<file path="config.mk">
export PLATFORM = sky130hd
export DESIGN_NAME = mem_indicator
export DESIGN_NICKNAME = d
export VERILOG_FILES = /design/src/rtl/mi_pkg.sv /design/src/rtl/mi_rst_sync.sv /design/src/rtl/mi_addr_cmp.sv /design/src/rtl/mi_prog_gate.sv /design/src/rtl/mi_ind_reg.sv /design/src/rtl/mem_indicator.sv
export SDC_FILE = /design/constraint.sdc
export NUM_CORES = 1
export LEC_CHECK = 0
export ABC_CLOCK_PERIOD_IN_PS = 2700
export BUFFER_PORTS_ARGS = -buffer_cell sky130_fd_sc_hd__buf_2
export CORE_ASPECT_RATIO = 0.75
export CORE_MARGIN = 1
export CORE_UTILIZATION = 46
export CTS_CLUSTER_DIAMETER = 150
export CTS_CLUSTER_SIZE = 28
export DETAILED_ROUTE_END_ITERATION = 7
export PLACE_DENSITY = 0.85
export SYNTH_ARGS = -nofsm -noshare
export SYNTH_HDL_FRONTEND = slang
export SYNTH_HIERARCHICAL = 1
export SYNTH_SLANG_ARGS = --single-unit
</file>
<file path="constraint.sdc">
create_clock -name clk -period 2.7 [get_ports clk]
set_input_delay 0.54 -clock clk [delete_from_list [all_inputs] [get_ports clk]]
set_output_delay 0.54 -clock clk [all_outputs]
set_load 0.02 [all_outputs]
</file>
<file path="src/rtl/mi_pkg.sv">
package mi_pkg;
  parameter int unsigned IND_DATA_W = 36;
  parameter int unsigned IND_ADDR_W = 18;
  parameter int unsigned IND_FAST_W = 4;
endpackage

</file>
<file path="src/rtl/mi_rst_sync.sv">
module mi_rst_sync #(
  parameter int unsigned STAGES = 2
) (
  input  logic clk,
  input  logic rst_n,
  output logic rst_n_sync
);
  logic [STAGES-1:0] pipe_q;
  logic [STAGES-1:0] pipe_d;

  always_comb begin
    pipe_d = {pipe_q[STAGES-2:0], 1'b1};
  end

  always_ff @(posedge clk or negedge rst_n) begin
    if (!rst_n) pipe_q <= '0;
    else        pipe_q <= pipe_d;
  end

  assign rst_n_sync = pipe_q[STAGES-1];
endmodule

</file>
<file path="src/rtl/mi_addr_cmp.sv">
module mi_addr_cmp #(
  parameter int unsigned AW = 18,
  parameter int unsigned FW = 4
) (
  input  logic [AW-1:0] ref_addr,
  input  logic [AW-1:0] sw_addr,
  input  logic          fast_acc,
  output logic          hit
);
  localparam int unsigned UW = AW - FW;

  logic fast_hit;
  logic full_hit;

  always_comb begin
    fast_hit = fast_acc
             && (sw_addr[AW-1:FW] == {UW{1'b0}})
             && (sw_addr[FW-1:0] == ref_addr[FW-1:0]);
    full_hit = (sw_addr == ref_addr);
    hit      = fast_hit | full_hit;
  end
endmodule

</file>
<file path="src/rtl/mi_prog_gate.sv">
module mi_prog_gate (
  input  logic clk,
  input  logic rst_n,
  input  logic examine,
  input  logic prog_pulse,
  output logic prog_load,
  output logic en_q
);
  logic en_d;
  logic en_ce;

  always_comb begin
    en_ce = examine | prog_pulse;
    en_d  = en_q;
    if (examine)         en_d = 1'b0;
    else if (prog_pulse) en_d = 1'b1;
    prog_load = prog_pulse & en_q;
  end

  always_ff @(posedge clk or negedge rst_n) begin
    if (!rst_n)     en_q <= 1'b0;
    else if (en_ce) en_q <= en_d;
  end

  AST_FLAG_SET: assert property (@(posedge clk) disable iff (!rst_n)
    (prog_pulse && !examine) |=> en_q);
  AST_EXAM_CLEARS: assert property (@(posedge clk) disable iff (!rst_n)
    examine |=> !en_q);
  AST_FLAG_HOLDS: assert property (@(posedge clk) disable iff (!rst_n)
    (!prog_pulse && !examine) |=> $stable(en_q));
endmodule

</file>
<file path="src/rtl/mi_ind_reg.sv">
module mi_ind_reg #(
  parameter int unsigned DW = 36
) (
  input  logic          clk,
  input  logic          rst_n,
  input  logic          load_req,
  input  logic [DW-1:0] src_word,
  output logic [DW-1:0] word_q,
  output logic          load_q
);
  logic [DW-1:0] word_d;

  always_comb begin
    word_d = load_req ? src_word : word_q;
  end

  always_ff @(posedge clk or negedge rst_n) begin
    if (!rst_n) begin
      word_q <= '0;
      load_q <= 1'b0;
    end else begin
      load_q <= load_req;
      if (load_req) word_q <= word_d;
    end
  end

  AST_LOAD_TAKES_AR: assert property (@(posedge clk) disable iff (!rst_n)
    load_q |-> (word_q == $past(src_word)));
  AST_IDLE_HOLDS: assert property (@(posedge clk) disable iff (!rst_n)
    !load_q |-> $stable(word_q));
endmodule

</file>
<file path="src/rtl/mem_indicator.sv">
module mem_indicator
  import mi_pkg::*;
#(
  parameter int unsigned DW = IND_DATA_W,
  parameter int unsigned AW = IND_ADDR_W,
  parameter int unsigned FW = IND_FAST_W
) (
  input  logic          clk,
  input  logic          rst_n,
  input  logic [DW-1:0] ar_word,
  input  logic [AW-1:0] mem_addr,
  input  logic          fast_acc,
  input  logic [AW-1:0] sw_addr,
  input  logic          examine_pulse,
  input  logic          prog_out_pulse,
  input  logic          mem_ref_strobe,
  output logic [DW-1:0] ind_word,
  output logic          ind_load
);
  logic rst_n_s;
  logic addr_hit;
  logic prog_load;
  logic prog_en;
  logic load_req;

  mi_rst_sync #(.STAGES(2)) u_rst (
    .clk        (clk),
    .rst_n      (rst_n),
    .rst_n_sync (rst_n_s)
  );

  mi_addr_cmp #(.AW(AW), .FW(FW)) u_cmp (
    .ref_addr (mem_addr),
    .sw_addr  (sw_addr),
    .fast_acc (fast_acc),
    .hit      (addr_hit)
  );

  mi_prog_gate u_gate (
    .clk        (clk),
    .rst_n      (rst_n_s),
    .examine    (examine_pulse),
    .prog_pulse (prog_out_pulse),
    .prog_load  (prog_load),
    .en_q       (prog_en)
  );

  always_comb begin
    load_req = examine_pulse | prog_load | (mem_ref_strobe & addr_hit);
  end

  mi_ind_reg #(.DW(DW)) u_reg (
    .clk      (clk),
    .rst_n    (rst_n_s),
    .load_req (load_req),
    .src_word (ar_word),
    .word_q   (ind_word),
    .load_q   (ind_load)
  );

  AST_EXAM_LOADS: assert property (@(posedge clk) disable iff (!rst_n_s)
    examine_pulse |=> ind_load);
  AST_HIT_LOADS: assert property (@(posedge clk) disable iff (!rst_n_s)
    (mem_ref_strobe && addr_hit) |=> ind_load);
  AST_NO_STROBE_NO_LOAD: assert property (@(posedge clk) disable iff (!rst_n_s)
    (!examine_pulse && !prog_out_pulse && !mem_ref_strobe) |=> !ind_load);
  AST_BLOCKED_PROG: assert property (@(posedge clk) disable iff (!rst_n_s)
    (prog_out_pulse && !prog_en && !examine_pulse && !mem_ref_strobe) |=> !ind_load);
endmodule

</file>
# Word-level counts from Yosys, hierarchy flattened

Cells that the tools add are included.

Equal/unequal tests: 2
Mux-type cells: 2
Bitwise operators: 6
Reductions and logical operators: 5

Operators by type and width:

| kind                 | number |
|---|---|
| 18-bit equality test | 1 |
| 14-bit zero test     | 1 |
| 4-bit equality test  | 1 |
| 1-bit bitwise OR     | 4 |
| 1-bit bitwise AND    | 2 |
| 1-bit logical AND    | 2 |
| 1-bit 2-to-1 mux     | 2 |
| 2-bit AND reduction  | 1 |
| 2-bit nonzero test   | 1 |

Bits in registers: 40
Bits of input ports: 78
Word-level logic and storage cells: 19

# Depth between registers and ports, before layout

Gate-level depths: netlist of the first run.

Word-level depth: 6
Gate-level depth with buffers: 8

# By module

The synthesis of the first run kept the hierarchy.

Modules (own cells, without submodules):

| module        | instances | cells each | area each (µm²) | sequential area each (µm²) |
|---|---|---|---|---|
| mi_ind_reg    | 1         | 77         | 1515.2          | 925.9 |
| mi_addr_cmp   | 1         | 30         | 230.2           | 0.0 |
| mi_rst_sync   | 1         | 3          | 53.8            | 50.0 |
| mi_prog_gate  | 1         | 3          | 41.3            | 25.0 |
| mem_indicator | 1         | 1          | 8.8             | 0.0 |

# Least setup slack after synthesis of the first run

Ideal clock, no wire load.

Kind: input to register
Start: input port sw_addr[11]
End: register u_reg.word_q[10]
Arrival: 1.906 ns
Path slack: 0.669 ns
Cell stages on the path: 8
Cells stage by stage: xor2_1 -> nor4_1 -> nand4_1 -> a21oi_1 -> a211o_1 -> buf_6 -> buf_12 -> mux2_4

Word-level cells in the longest chain between the ends: 6
Elaborated cells on any way between the ends: 7
Those cells by class: 1 x eq/ne; 3 x bitwise; 3 x reduce/logical

Ends and longest elaborated chain:

| what                   | RTL line            | RTL |
|---|---|---|
| start: declaration     | mem_indicator.sv:13 | `input logic [AW-1:0] sw_addr,` |
| 14-bit zero test       | mi_addr_cmp.sv:17   | `&& (sw_addr[AW-1:FW] == {UW{1'b0}})` |
| 1-bit logical AND      | mi_addr_cmp.sv:17   |  |
| 1-bit logical AND      | mi_addr_cmp.sv:18   | `&& (sw_addr[FW-1:0] == ref_addr[FW-1:0]);` |
| 1-bit bitwise OR (*)   | mi_addr_cmp.sv:20   | `hit = fast_hit \| full_hit;` |
| named net addr_hit     | mem_indicator.sv:21 | `logic addr_hit;` |
| 1-bit bitwise AND (*)  | mem_indicator.sv:49 | `load_req = examine_pulse \| prog_load \| (mem_ref_strobe & addr_hit);` |
| 1-bit bitwise OR (*)   | mem_indicator.sv:49 |  |
| named net load_req     | mem_indicator.sv:24 | `logic load_req;` |
| end signal: assignment | mi_ind_reg.sv:23    | `if (load_req) word_q <= word_d;` |
| end: declaration       | mi_ind_reg.sv:8     | `output logic [DW-1:0] word_q,` |

The timed path passes the listed nets; every way through them passes the cells marked *.
A chain may end at the register's enable or synchronous reset.

# Worst setup path after layout of the first run

Start: input port sw_addr[16]
End: register u_reg.word_q[0]

The elaborated chain is that of the path after synthesis.

==> impl_metrics.py, run 1 <==
metrics = {
    "run_status": {
        "status": "complete, no violations",
    },
    "pwr": {
        "ir_drop_mv": 0.429,
        "power.density_mw_per_mm2": 607,
        "finalPower_mw": 1.57,
        "p_leak_nw": 1.37,
    },
    "floorplanning": {
        "dieWidth_um": 75.2,
        "io_pins": 115,
        "core-area_mm2": 0.00376,
        "die_h_um": 56.9,
        "die-area_mm2": 0.00428,
        "num_rows": 19,
        "start_util": 0.492,
    },
    "yosys": {
        "synth-compound-area-share": 0.0129,
        "ys_warn_count": 6,
        "synth-adder-area-share": 0,
        "synth_xor_area_frac": 0.0853,
        "synth-seq-cells": 40,
        "syn_avg_cell_area_um2": 16.2,
        "synthSimpleGateAreaFrac": 0.0399,
        "netlist_instances": 114,
        "synthesis.area_mm2": 0.00185,
        "seq_area_frac_synth": 0.541,
        "synthDistinctLibCells": 16,
        "syn_nets": 192,
        "synthMuxAreaShare": 0.280,
        "synth_top_family_by_area": "multiplexers",
    },
    "min_path": {
        "min_path_type": "input pin to asynchronous set/reset pin",
    },
    "clocking": {
        "cts_tree": "done",
        "htree_levels": 2,
        "cts_resized": 0,
        "cts.sinks": 40,
        "cts_root_buffer": "clkbuf_8",
        "numCtsBuffers": 5,
        "clock_path_buffers": 2,
        "clk_latency_ps": 290,
        "cts_hold_buf": 0,
        "clk_pin_slew_ps": 70,
        "post_cts_buffers": 0,
    },
    "worst_setup_path": {
        "end_kind": "flip-flop",
        "cp.arrival_ps": 2230,
        "worstSetupPathType": "input pin to flip-flop",
        "crit_fanout": 17,
        "cp.required_ps": 2870,
        "cp_slowest_cell": "mux2_2",
        "crit_chain": "buf_2 -> xor2_1 -> nor4_1 -> nand4_1 -> a21oi_1 -> a211o_2 -> buf_12 -> mux2_2",
        "slowest_delay_ps": 350,
        "setup.worst_path.start_class": "input pin",
    },
    "route": {
        "wl_um": 4100,
        "routedWlPerCell_um": 14.3,
        "drt_iter0_drc": 60,
        "ant_nets": 0,
        "drc": 0,
        "vias": 1365,
        "first_pass_iters": 4,
        "viasPerCell": 4.76,
    },
    "cells_and_area": {
        "mostFrequentLayoutCell": "buf_2",
        "antennaDiodeCount": 0,
        "mostFrequentLayoutCells": "buf_2 (114), dfrtp_1 (40), mux2_4 (30), xor2_1 (14)",
        "syn_to_final_growth_pct": 39.7,
        "drive_above_1_share": 0.689,
        "final_nets": 312,
        "fin_area_mm2": 0.00258,
    },
    "global_route": {
        "antenna_found_initial": 0,
        "grtUsageTotal": 0.208,
        "grt_pass1_wl_um": 6470,
        "grt_pass1_vias": 1382,
        "grt_util_met2": 0.338,
        "met3_usage": 0.0539,
        "grt_busiest_layer": "met2",
        "grt.overflow.total": 0,
        "grt_max_degree": 21,
        "use_met1": 0.267,
    },
    "sta": {
        "timing.hold.ws_ps": 22.4,
        "finClkSkew_ps": 4.81,
        "max_freq_mhz": 485,
        "setup_viol": 0,
        "hold_viol_final": 0,
        "relSlewSlack": 0.509,
        "maxSlewViolCount": 0,
        "finalSetupTns_ps": 0,
        "rsz0062_at_grt": "no",
        "tightest_slew_ps": 737,
        "period_share": 0.763,
        "fin_crit_ps": 2060,
    },
    "flow_run": {
        "cap_violations": 0,
    },
    "placement": {
        "port_buffers": 114,
        "place.gp.congestion": 0.797,
        "place_hpwl_um": 3240,
        "placed_cell_area_mm2": 0.00246,
    },
}
-- cell families after synthesis --
kind of cell / Yosys count
flops: 40
mux: 36
xor+xnor: 18
simple gates: 12
buf+inv: 4
compound gates: 3
other cells: 1
-- cell usage after synthesis, drive strengths merged --
| master | instances | area share |
|---|---|---|
| o21ba | 1 | 0.0054 |
| mux2 | 36 | 0.28 |
| nor4 | 6 | 0.020 |
| buf | 4 | 0.039 |
| nand4 | 3 | 0.010 |
| a211o | 1 | 0.0047 |
| and2 | 1 | 0.0034 |
| nor2 | 1 | 0.0020 |
| a21oi | 1 | 0.0027 |
| nor3b | 1 | 0.0041 |
| dfrtp | 40 | 0.54 |
| xor2 | 14 | 0.066 |
| xnor2 | 4 | 0.019 |
| conb | 1 | 0.0020 |
-- final cells by class --
class	instances	area, um^2
multi-input combinational	70	778
fill	303	1170
clock inverter	2	38.8
sequential	40	1000
tap	52	65.1
timing repair buffer	117	618
clock buffer	6	82.6
-- routing by layer --
layer  routed length (um)  vias to the layer above
met1                 1730                      662
met3                  214                        8
met5                    0                        -
met4                   74                        0
li1                     -                      642
met2                 2090                       53
-- where the power goes --
group	total (mW)	switching, mW	internal, mW
Clock	0.503	0.201	0.302
Combinational	0.367	0.180	0.187
Sequential	0.697	0.0366	0.660
-- worst max-delay path: cells and delay by family --
| kind | cells | cell delay [ps] |
|---|---|---|
| simple gates | 2 | 470 |
| compound gates | 2 | 390 |
| buf+inv | 2 | 320 |
| xor+xnor | 1 | 160 |
| mux | 1 | 350 |
-- stage by stage --
| step | std cells | util | setup WS (ps) |
|---|---|---|---|
| after floorplan | 114 | - | 669 |
| after global placement | 279 | 0.656 | 360 |
| after detailed placement | 279 | 0.656 | 328 |
| after CTS | 287 | 0.688 | 632 |
| after global routing | 287 | 0.688 | 484 |
| final | 287 | 0.688 | 639 |
-- worst paths after layout --
| check | depth (start not counted) | endpoint | slack (ps) | startpoint |
|---|---|---|---|---|
| worst min register to register | 0 | u_reg/word_q[19] | 300 | u_rst/pipe_q[1] |
| max in group asynchronous | 1 | u_reg/word_q[7] | 1660 | u_rst/pipe_q[1] |
| min in group clk | 0 | u_rst/pipe_q[1] | 360 | u_rst/pipe_q[0] |
| worst max-delay path | 8 | u_reg/word_q[0] | 640 | sw_addr[16] |
| worst min-delay path | 1 | u_rst/pipe_q[0] | 20 | rst_n |
| worst max register to register | 4 | u_reg/word_q[11] | 1160 | u_gate/en_q |
-- sequential cells by signal, summed over array words and instances, names as in the netlist --
signal	cells
u_gate/en_q	1
u_reg/load_q	1
u_reg/word_q	36
u_rst/pipe_q	2
Note: power is estimated with default switching activity, not from simulation.
==> run 2, diff against run 1 <==
- ABC_CLOCK_PERIOD_IN_PS: 2700 -> 2100
- CORE_UTILIZATION: 46 -> 42
- PLACE_DENSITY: 0.85 -> 0.79
- clock period: 2.7 -> 2.1 ns (I/O delays scaled with it)
==> impl_metrics.py, run 2 (synthesis gave the netlist of run 1 again) <==
metrics = {
    "sta": {
        "finClkSkew_ps": 6.47,
        "rsz0062_at_grt": "no",
        "setup_ws_ps": 229,
        "maxSlewViolCount": 0,
        "finalSetupTns_ps": 0,
        "period_share": 0.891,
        "tightest_slew_ps": 713,
        "setup_viol": 0,
        "hold_viol_final": 0,
        "relSlewSlack": 0.525,
        "max_freq_mhz": 535,
        "fin_crit_ps": 1870,
    },
    "placement": {
        "port_buffers": 114,
        "place_hpwl_um": 3100,
        "place_ws_ps": -69.1,
        "place.gp.congestion": 0.780,
        "place_inst": 282,
    },
    "global_route": {
        "grt.overflow.total": 0,
        "grt_pass1_wl_um": 6090,
        "antenna_found_initial": 0,
        "grtUsageTotal": 0.174,
        "grt_pass1_vias": 1322,
        "grt_max_degree": 23,
    },
    "cells_and_area": {
        "mostFrequentLayoutCells": "buf_2 (114), dfrtp_1 (40), mux2_4 (30), xor2_1 (14)",
        "final-instance-count-excl-fill": 291,
        "n_fill_cell": 336,
        "final_nets": 313,
        "final_util": 0.631,
        "antennaDiodeCount": 0,
        "regMostFlops": "u_reg/word_q",
        "multi_input_area_um2": 778,
        "drive_above_1_share": 0.686,
        "largest_registers": "u_reg/word_q: 36 flops, u_rst/pipe_q: 2 flops",
        "regArea_mm2": 0.00100,
        "largest_reg_flops": 36,
        "syn_to_final_growth_pct": 40.8,
        "mostFrequentLayoutCell": "buf_2",
    },
    "route": {
        "wl_um": 3830,
        "drc": 0,
        "drt_iter0_drc": 19,
        "vias": 1308,
        "viasPerCell": 4.49,
        "ant_nets": 0,
        "first_pass_iters": 4,
        "routedWlPerCell_um": 13.1,
    },
    "worst_setup_path": {
        "cp.arrival_ps": 2050,
        "crit_fanout": 21,
        "worstSetupPathType": "input pin to flip-flop",
        "cp.required_ps": 2280,
        "setup.worst_path.start_class": "input pin",
        "end_kind": "flip-flop",
    },
    "run_status": {
        "status": "complete, no violations",
    },
    "clocking": {
        "numCtsBuffers": 5,
        "cts.sinks": 40,
        "cts_resized": 0,
        "clk_pin_slew_ps": 80,
        "cts_tree": "done",
        "cts_root_buffer": "clkbuf_8",
        "clk_latency_ps": 290,
        "clock_path_buffers": 2,
        "htree_levels": 2,
    },
    "floorplanning": {
        "die-area_mm2": 0.00468,
        "num_rows": 20,
        "dieWidth_um": 78.6,
        "io_pins": 115,
        "die_h_um": 59.5,
        "start_util": 0.448,
        "core-area_mm2": 0.00413,
    },
    "pwr": {
        "power.density_mw_per_mm2": 763,
        "ir_drop_mv": 0.424,
        "p_leak_nw": 1.38,
    },
    "min_path": {
        "min_path_type": "flip-flop to asynchronous set/reset pin",
    },
    "flow_run": {
        "cap_violations": 0,
    },
}
==> run 2: path summary, 6_finish.rpt <==
kind	from	end	slack, ps	cells after the start
setup reg to reg	u_gate/en_q	u_reg/word_q[28]	620	4
hold / removal	u_rst/pipe_q[1]	u_reg/word_q[9]	290	0
setup / recovery	sw_addr[8]	u_reg/word_q[33]	230	8
min in group clk	u_rst/pipe_q[0]	u_rst/pipe_q[1]	360	0
max in group asynchronous	u_rst/pipe_q[1]	u_reg/word_q[1]	1250	1
hold reg to reg	u_rst/pipe_q[1]	u_reg/word_q[9]	290	0
==> run 2: critical path, stage by stage <==
cell     delay, ps
buf_2          120
xor2_1         160
nor4_1         320
nand4_1        130
a21oi_1        140
a211o_2        190
buf_12         200
mux2_2         350
==> run 2: metrics by stage <==
step	area (um^2)	total power, mW	hold slack (ps)
5_1_grt	2600	2.09	346
4_1_cts	2600	2.01	327
3_3_place_gp	2480	1.37	208
3_5_place_dp	2480	1.38	209
2_1_floorplan	1850	1.20	124
6_report	2600	1.99	294
==> run 2: layer usage <==
metal | routed length, um | GRT usage
met1 | 1660 | 0.206
met2 | 1950 | 0.319
met3 | 168 | 0.0431
met4 | 46 | 0.0476
met5 | 0 | 0
==> run 2: cell type report <==
cell class | instances | area share
timing repair buffer | 118 | 0.246
clock inverter | 3 | 0.0178
sequential | 40 | 0.384
clock buffer | 5 | 0.0264
multi-input combinational | 70 | 0.299
tap | 55 | 0.0264
==> run 2: power by group <==
part / internal [mW] / leakage [nW] / total, mW / switching (mW)
Combinational: 0.244 / 0.854 / 0.471 / 0.227
Sequential: 0.849 / 0.467 / 0.894 / 0.0453
Clock: 0.358 / 0.0548 / 0.621 / 0.264
Total: 1.45 / 1.38 / 1.99 / 0.536
==> run 2: timing repair <==
action | CTS | global route
setup buffers | 0 | 0
hold endpoints to repair | 2 | 0
hold buffers | 1 | 0
==> run 3, diff against run 2 <==
- ABC_AREA: not set -> 1
- BUFFER_PORTS_ARGS: -buffer_cell sky130_fd_sc_hd__buf_2 -> not set
- CORE_UTILIZATION: 42 -> 60
- DONT_BUFFER_PORTS: not set -> 1
- PLACE_DENSITY: 0.79 -> 0.76
==> impl_metrics.py, run 3 <==
metrics = {
    "clocking": {
        "cts_root_buffer": "clkbuf_8",
        "clock_path_buffers": 2,
        "cts_tree": "done",
        "numCtsBuffers": 5,
        "post_cts_buffers": 0,
        "clk_latency_ps": 280,
        "htree_levels": 2,
        "cts.sinks": 40,
        "clk_pin_slew_ps": 70,
    },
    "cells_and_area": {
        "antennaDiodeCount": 0,
        "regMostFlops": "u_reg/word_q",
        "final-instance-count-excl-fill": 312,
        "largest_registers": "u_reg/word_q: 36 flops, u_rst/pipe_q: 2 flops",
        "regArea_mm2": 0.00100,
        "final_util": 0.685,
        "drive_above_1_share": 0.0803,
        "syn_to_final_growth_pct": 5.56,
        "n_fill_cell": 273,
        "mostFrequentLayoutCells": "nand2_1 (148), dfrtp_1 (40), inv_1 (30), nor2_1 (22), nand2_2 (10)",
        "largest_reg_flops": 36,
        "final_nets": 351,
        "mostFrequentLayoutCell": "nand2_1",
        "multi_input_area_um2": 758,
    },
    "floorplanning": {
        "dieWidth_um": 68.0,
        "start_util": 0.649,
        "num_rows": 17,
        "die-area_mm2": 0.00350,
        "die_h_um": 51.5,
        "io_pins": 115,
        "core-area_mm2": 0.00302,
    },
    "pwr": {
        "intPower_mw": 1.18,
        "p_leak_nw": 1.25,
        "power.density_mw_per_mm2": 810,
        "finalPower_mw": 1.68,
        "ir_drop_mv": 0.545,
        "switching_share": 0.295,
        "p_sw_uw": 495,
        "pwr-share-comb": 0.109,
        "clkPwrFrac": 0.299,
        "power.share.sequential": 0.591,
    },
    "yosys": {
        "yosysMostFrequentCell": "nand2_1",
        "synth-edff-count": 0,
        "netlist.top_cell.by_area": "dfrtp_1",
        "synth_top_family_by_area": "simple AND/OR/NAND/NOR gates",
        "syn_avg_cell_area_um2": 7.34,
        "synth-compound-area-share": 0,
        "synth.top_cell.area_share": 0.511,
        "netlist_instances": 267,
        "synthDistinctLibCells": 14,
        "ys_warn_count": 6,
        "seq_area_frac_synth": 0.511,
        "yosys_most_used_dff": "dfrtp_1",
        "synth_common_cells": "nand2_1 (148), dfrtp_1 (40), inv_1 (30)",
        "synth-async-reset-ratio": 1.00,
        "synth-adder-area-share": 0,
        "synthMuxAreaShare": 0,
        "ys_top_cells_by_area": "dfrtp_1 (51%), nand2_1 (28%), inv_1 (5.7%), nor2_1 (4.2%), nand2_2 (3.2%)",
        "synthSimpleGateAreaFrac": 0.372,
        "syn_nets": 345,
        "synth_xor_area_frac": 0.0134,
        "synthesis.area_mm2": 0.00196,
        "synth-seq-cells": 40,
    },
    "global_route": {
        "grt.overflow.total": 0,
        "antenna_found_initial": 0,
        "met3_usage": 0.101,
        "grt_pass1_wl_um": 5800,
        "grt_max_degree": 37,
        "grt_util_met2": 0.358,
        "use_met1": 0.268,
        "grt_busiest_layer": "met2",
        "grtUsageTotal": 0.230,
        "grt_pass1_vias": 1388,
    },
    "sta": {
        "setup_ws_ps": 648,
        "max_freq_mhz": 689,
        "fin_crit_ps": 1450,
        "hold_viol_final": 0,
        "maxSlewViolCount": 0,
        "finalSetupTns_ps": 0,
        "finClkSkew_ps": 3.01,
        "setup_viol": 0,
        "rsz0062_at_grt": "no",
        "period_share": 0.691,
    },
    "worst_setup_path": {
        "worstSetupPathType": "input pin to flip-flop",
        "cp.arrival_ps": 1670,
        "end_kind": "flip-flop",
        "crit_fanout": 16,
        "cp.required_ps": 2320,
        "setup.worst_path.start_class": "input pin",
    },
    "route": {
        "wl_um": 3710,
        "ant_nets": 0,
        "vias": 1519,
        "drc": 0,
        "viasPerCell": 4.87,
        "routedWlPerCell_um": 11.9,
        "first_pass_iters": 4,
        "drt_iter0_drc": 56,
    },
    "placement": {
        "place_hpwl_um": 2840,
        "port_buffers": 0,
        "place_ws_ps": 329,
        "place_inst": 303,
        "place.gp.congestion": 0.734,
    },
    "min_path": {
        "min_path_type": "input pin to flip-flop",
    },
    "run_status": {
        "status": "complete, no violations",
    },
    "flow_run": {
        "cap_violations": 0,
    },
}
-- run 3: cell types whose count changed after synthesis, sizes merged, moves of 3 or more --
cell / before / now
nor4: 6 / 0
nand2: 0 / 158
mux2: 36 / 0
inv: 0 / 31
nor2: 1 / 22
buf: 4 / 7
xor2: 14 / 3
xnor2: 4 / 0
-- run 3: kinds of logic after synthesis --
logic type / Yosys count
XOR/XNOR: 3
buffers and inverters: 38
flip-flops: 40
other: 1
AND/OR/NAND/NOR: 185
-- run 3: worst max-delay path, stage by stage --
cell and delay (ps):
inv_1 20, nand2_1 50, nand2_1 50, nor2_1 100, nand2_1 80, nor2_1 130, nand3_1 80, nand2_1 60
nand2_1 40, nand2_1 240, buf_4 270, nand2_1 80, nand2_1 70
-- run 3: path summary, 6_finish.rpt --
check,start,to,slack [ps],cells after the start
hold reg to reg,u_rst/pipe_q[1],u_reg/word_q[9],210,1
setup reg to reg,u_gate/en_q,u_reg/word_q[27],800,7
hold / removal,examine_pulse,u_gate/en_q,200,1
min in group asynchronous,u_rst/pipe_q[1],u_reg/word_q[9],210,1
max in group asynchronous,rst_n,u_rst/pipe_q[1],1610,1
setup / recovery,mem_addr[2],u_reg/word_q[27],650,13
-- run 3: metal layers --
layer	vias to the layer above	share of wire
li1	782	-
met1	663	0.42
met2	68	0.45
met3	6	0.11
met4	0	0.011
met5	-	0
-- run 3: area by class of cell --
class / instances / share of cell area
clock buffer: 8 / 0.0436
inverter: 31 / 0.0599
multi-input combinational: 189 / 0.367
sequential: 40 / 0.484
tap: 38 / 0.0230
timing repair buffer: 6 / 0.0230
-- run 3: power by group through the flow --
stage,combinational (mW),sequential (mW),clock [mW]
6_report,0.183,0.991,0.502
5_1_grt,0.218,1.00,0.552
4_1_cts,0.186,0.992,0.519
3_5_place_dp,0.184,1.01,0
3_3_place_gp,0.176,1.00,0
2_1_floorplan,0.155,1.00,0
-- run 3: metrics by stage --
step	hold slack [ps]	instance area [um^2]
floorplan	124	1960
global placement	125	1970
detailed placement	125	1970
CTS	190	2070
global route	182	2070
finish	195	2070
-- run 3: timing repair --
| action | 4_1_cts | 5_1_grt |
|---|---|---|
| endpoints found under the hold margin | 2 | 0 |
| gates resized for setup | 0 | 0 |
| hold buffers | 1 | 0 |
